**src/rtl/usb_nak_pkg.sv**
```systemverilog
package usb_nak_pkg;
  localparam int NUM_IN_EP = 5;
  localparam int STAT_W    = 8;
  localparam int EP_W      = 3;
  localparam int RSV_W     = STAT_W - NUM_IN_EP;

  // Strobes from the control module to the datapath, one bit per endpoint.
  typedef struct packed {
    logic [NUM_IN_EP-1:0] arm;       // size register written: becomes ready
    logic [NUM_IN_EP-1:0] clrReady;  // packet handed off on ACK
    logic [NUM_IN_EP-1:0] setFlag;   // NAK event, already masked for pairing
    logic [NUM_IN_EP-1:0] fwClr;     // firmware wrote 0 to this flag bit
  } dpStrobes_t;
endpackage

```
**src/rtl/usb_nak_ctrl.sv**
```systemverilog
module usb_nak_ctrl
  import usb_nak_pkg::*;
(
  input  logic                 clk,
  input  logic                 rstN,
  input  logic                 pairMode,
  input  logic                 tokValid,
  input  logic [EP_W-1:0]      tokEp,
  input  logic                 sizeWr,
  input  logic [EP_W-1:0]      sizeEp,
  input  logic                 flagWr,
  input  logic [STAT_W-1:0]    flagWrData,
  input  logic [NUM_IN_EP-1:0] readyQ,
  output dpStrobes_t           strb,
  output logic                 respAck,
  output logic                 respNak
);
  logic [NUM_IN_EP-1:0] tokSel;
  logic [NUM_IN_EP-1:0] armSel;
  logic [NUM_IN_EP-1:0] setMask;

  // Decode endpoint numbers. Numbers past the last endpoint match nothing.
  for (genvar i = 0; i < NUM_IN_EP; i++) begin : g_dec
    assign tokSel[i] = tokValid && (tokEp == EP_W'(i));
    assign armSel[i] = sizeWr && (sizeEp == EP_W'(i));
    if (i % 2 == 1) begin : g_odd
      assign setMask[i] = 1'b1;
    end else begin : g_even
      assign setMask[i] = !pairMode;
    end
  end

  always_comb begin
    strb.arm      = armSel;
    strb.clrReady = tokSel & readyQ;
    strb.setFlag  = tokSel & ~readyQ & setMask;
    strb.fwClr    = flagWr ? ~flagWrData[NUM_IN_EP-1:0] : '0;
  end

  always_ff @(posedge clk) begin
    if (!rstN) begin
      respAck <= 1'b0;
      respNak <= 1'b0;
    end else begin
      respAck <= |(tokSel & readyQ);
      respNak <= |(tokSel & ~readyQ);
    end
  end
endmodule

```
**src/rtl/usb_nak_dp.sv**
```systemverilog
module usb_nak_dp
  import usb_nak_pkg::*;
(
  input  logic                 clk,
  input  logic                 rstN,
  input  logic                 pairMode,
  input  dpStrobes_t           strb,
  output logic [NUM_IN_EP-1:0] readyQ,
  output logic [STAT_W-1:0]    statusByte,
  output logic                 irq
);
  logic [NUM_IN_EP-1:0] flagQ;
  logic [NUM_IN_EP-1:0] activeMask;

  always_ff @(posedge clk) begin
    if (!rstN) begin
      readyQ <= '0;
      flagQ  <= '0;
    end else begin
      // A size write beats the hand-off. A NAK set beats a firmware clear.
      readyQ <= (readyQ & ~strb.clrReady) | strb.arm;
      flagQ  <= (flagQ & ~strb.fwClr) | strb.setFlag;
    end
  end

  for (genvar i = 0; i < NUM_IN_EP; i++) begin : g_act
    if (i % 2 == 1) begin : g_odd
      assign activeMask[i] = 1'b1;
    end else begin : g_even
      assign activeMask[i] = !pairMode;
    end
  end

  assign statusByte = {{RSV_W{1'b0}}, flagQ};
  assign irq        = |(flagQ & activeMask);
endmodule

```
**src/rtl/usb_in_nak_ctrl.sv**
```systemverilog
module usb_in_nak_ctrl
  import usb_nak_pkg::*;
(
  input  logic              clk,
  input  logic              rstN,
  input  logic              pairMode,
  input  logic              tokValid,
  input  logic [EP_W-1:0]   tokEp,
  input  logic              sizeWr,
  input  logic [EP_W-1:0]   sizeEp,
  input  logic              flagWr,
  input  logic [STAT_W-1:0] flagWrData,
  output logic              respAck,
  output logic              respNak,
  output logic [STAT_W-1:0] flagStatus,
  output logic              irq
);
  dpStrobes_t           strb;
  logic [NUM_IN_EP-1:0] readyQ;

  usb_nak_ctrl ctrl_i (
    .clk(clk), .rstN(rstN), .pairMode(pairMode),
    .tokValid(tokValid), .tokEp(tokEp),
    .sizeWr(sizeWr), .sizeEp(sizeEp),
    .flagWr(flagWr), .flagWrData(flagWrData),
    .readyQ(readyQ), .strb(strb),
    .respAck(respAck), .respNak(respNak)
  );

  usb_nak_dp dp_i (
    .clk(clk), .rstN(rstN), .pairMode(pairMode),
    .strb(strb), .readyQ(readyQ),
    .statusByte(flagStatus), .irq(irq)
  );
endmodule

```
**config.mk**
```make
export PLATFORM = sky130hd
export DESIGN_NAME = usb_in_nak_ctrl
export DESIGN_NICKNAME = d
export VERILOG_FILES = /design/src/rtl/usb_nak_pkg.sv /design/src/rtl/usb_nak_ctrl.sv /design/src/rtl/usb_nak_dp.sv /design/src/rtl/usb_in_nak_ctrl.sv
export SDC_FILE = /design/constraint.sdc
export NUM_CORES = 1
export LEC_CHECK = 0
export ABC_CLOCK_PERIOD_IN_PS = 3700
export CAP_MARGIN = 0
export CORE_MARGIN = 5
export CORE_UTILIZATION = 30
export CTS_CLUSTER_DIAMETER = 40
export DETAILED_ROUTE_END_ITERATION = 8
export SLEW_MARGIN = 40
export SYNTH_ARGS = -nofsm -noshare
export SYNTH_HDL_FRONTEND = slang
export SYNTH_SLANG_ARGS = --single-unit
```
**constraint.sdc**
```tcl
create_clock -name clk -period 3.7 [get_ports clk]
set_input_delay 1.11 -clock clk [delete_from_list [all_inputs] [get_ports clk]]
set_output_delay 1.11 -clock clk [all_outputs]
set_load 0.1 [all_outputs]
```
==> impl_metrics.env <==
export IMPL_status="finished, final reports clean"
export IMPL_yosysSeqAreaShare=0.386
export IMPL_fin_util=0.462
export IMPL_wl_mm=1.48
export IMPL_holdBufCountCts=0
export IMPL_finalCritPeriodShare=0.853
export IMPL_synth_top_family_by_area="simple AND/OR/NAND/NOR gates"
export IMPL_ys_async_sr_fraction=0
export IMPL_fp_dieH_um=55.6
export IMPL_finalSetupViolCount=0
export IMPL_grt_max_degree=13
export IMPL_synth_fa_ha_area_frac=0
export IMPL_holdPathStages=2
export IMPL_finalClockSkew_ps=4.59
export IMPL_synth_simple_area_share=0.277
export IMPL_die_x_um=55.6
export IMPL_h_tree_depth=1
export IMPL_cts_resized=0
export IMPL_antenna_found_initial=0
export IMPL_p_leak_nw=0.330
export IMPL_vdd_drop_max_mv=0.202
export IMPL_place_detailed_hpwl_mm=1.17
export IMPL_drv_cap=0
export IMPL_synth_distinct_cells=29
export IMPL_total_power_mw=0.320
export IMPL_io_buffer_count=24
export IMPL_synth_xor_area_frac=0
export IMPL_vias=562
export IMPL_drt_pass1_iter_count=4
export IMPL_postCtsSetupBuffers=0
export IMPL_worstSetupPathType="in2out"
export IMPL_row_count=16
export IMPL_io_pins=31
export IMPL_finalCriticalPeriod_ps=3160
export IMPL_place_gp_congestion=0.748
export IMPL_clk_path_buf_depth=2
export IMPL_wl_met2_um=588
export IMPL_max_freq_mhz=317
export IMPL_cts_buffers=3
export IMPL_hold_viol_final=0
export IMPL_drive_above_1_share=0.149
export IMPL_syn_inst=68
export IMPL_synthFlopType="dfxtp_1"
export IMPL_worstSetupStartpointType="input pin"
export IMPL_syn_to_final_growth_pct=45.6
export IMPL_dr_wl_met3_um=120
export IMPL_start_util=0.318
export IMPL_avgSynthCellArea_sq_um=9.16
export IMPL_clock_sinks=12
export IMPL_antennaDiodeCount=0
export IMPL_clock_root_buffer="clkbuf_4"
export IMPL_syn_cell_area_sq_um=623
export IMPL_drtAntennaViolNets=0
export IMPL_ys_seq_elements=12
export IMPL_top_layer="met4"
export IMPL_min_path_type="reg2reg"
export IMPL_power_density_nw_per_um2=353
export IMPL_yosysWarnings=0
export IMPL_synth_edff_count=0
export IMPL_grt_pass1_wl_mm=2.42
export IMPL_overflow=0
export IMPL_cp_data_required_time_ps=2590
export IMPL_drt_iter0_drc=9
export IMPL_grt_util_all_layers=0.101
export IMPL_wl_met1_um=746
export IMPL_finalMaxSlewViolations=0
export IMPL_rrSetupSlack_ps=2640
export IMPL_synth_mux_area_frac=0.0341
export IMPL_remaining_drc_errors=0
export IMPL_arrival_ps=2050
export IMPL_viasPerCell=4.64
export IMPL_grt_pass1_vias=554
export IMPL_synth_compound_area_frac=0.237
export IMPL_cts_tree="done"
export IMPL_tns_ps=0
export IMPL_post_drt_wl_per_cell_um=12.2
export IMPL_clkTransAtPathRegs_ps=70
export IMPL_core_area_sq_um=1960
export IMPL_cp_max_fo=4
export IMPL_rr_worst_depth=2
export IMPL_critPathCaptureType="output pin"
export IMPL_fin_nets=115
export IMPL_rsz0062_at_grt="no"
export IMPL_fp_dieArea_sq_um=3090
export IMPL_clock_latency_ps=270
cell usage after synthesis, drive strengths merged (3+ instances only):
| library cell | n | area [sq um] |
|---|---|---|
| nand4bb | 3 | 38.8 |
| o21ai | 8 | 40.0 |
| inv | 3 | 11.3 |
| or2 | 3 | 21.3 |
| buf | 3 | 22.5 |
| a21boi | 9 | 67.6 |
| dfxtp | 12 | 240 |
| nand2b | 3 | 18.8 |
layer usage:
metal  vias to the layer above  GRT usage
met1                       234      0.132
met2                        28      0.137
met4                         0     0.0729
li1                        298          -
met5                         -          0
met3                         2     0.0302
stage by stage:
stage	instance area, sq um	hold slack (ps)	instances	worst slack [ps]
after global routing	907	541	121	519
after global placement	871	471	117	575
final	907	490	121	543
after CTS	907	491	121	534
after floorplan	631	449	70	120
after detailed placement	871	479	117	537
worst paths after layout:
| check | from | endpoint |
|---|---|---|
| worst max-delay path | pairMode | irq |
| worst max register to register | dp_i.readyQ[2] | dp_i.flagQ[2] |
| worst min register to register | dp_i.readyQ[3] | dp_i.readyQ[3] |
| worst min-delay path | dp_i.readyQ[3] | dp_i.readyQ[3] |
layout by cell type (no fill, tap or decap):
master	instances
o21ai_0	7
o21ai_1	1
nand3b_1	1
nand2b_1	3
conb_1	3
nand4bb_1	2
buf_4	7
a22oi_1	1
nand4b_1	2
mux2_1	1
o21a_1	1
or2_4	1
clkdlybuf4s50_1	16
a21boi_1	6
o32a_1	1
mux2i_1	1
inv_1	3
nor2b_1	2
o22ai_1	1
a32oi_1	1
buf_12	1
a21boi_0	3
clkbuf_8	1
nor3b_1	2
or3_1	1
nand2_1	2
nand4bb_2	1
or2_1	2
clkbuf_4	3
nor2_1	2
nor3_1	1
dfxtp_1	12
or4_1	2
final cells by class:
cell class | count | area, sq um
fillers | 200 | 1050
multi-input cells | 51 | 353
flip-flops and latches | 12 | 240
repair buffers | 24 | 233
clock buffers | 4 | 36.3
well taps | 27 | 33.8
inverters | 3 | 11.3
worst max-delay path: stages:
cell	delay [ps]
clkdlybuf4s50_1	450
o21ai_1	270
buf_12	210
state kept, by name, indices dropped and copies added, names as in the netlist:
| name | count |
|---|---|
| dp_i.flagQ | 5 |
| dp_i.readyQ | 5 |
| ctrl_i.respNak | 1 |
| ctrl_i.respAck | 1 |
cells by family after synthesis:
kind of cell    Yosys count
compound gates           22
buf+inv                   7
flops                    12
mux                       2
other cells               1
simple gates             24
where the power goes:
group          internal (mW)  switching [mW]  leakage [nW]
sequential             0.133         0.00233        0.0974
clock                 0.0598          0.0440        0.0210
combinational         0.0308          0.0506         0.212
total                  0.224          0.0969         0.330
(Power assumes the default switching activity.)
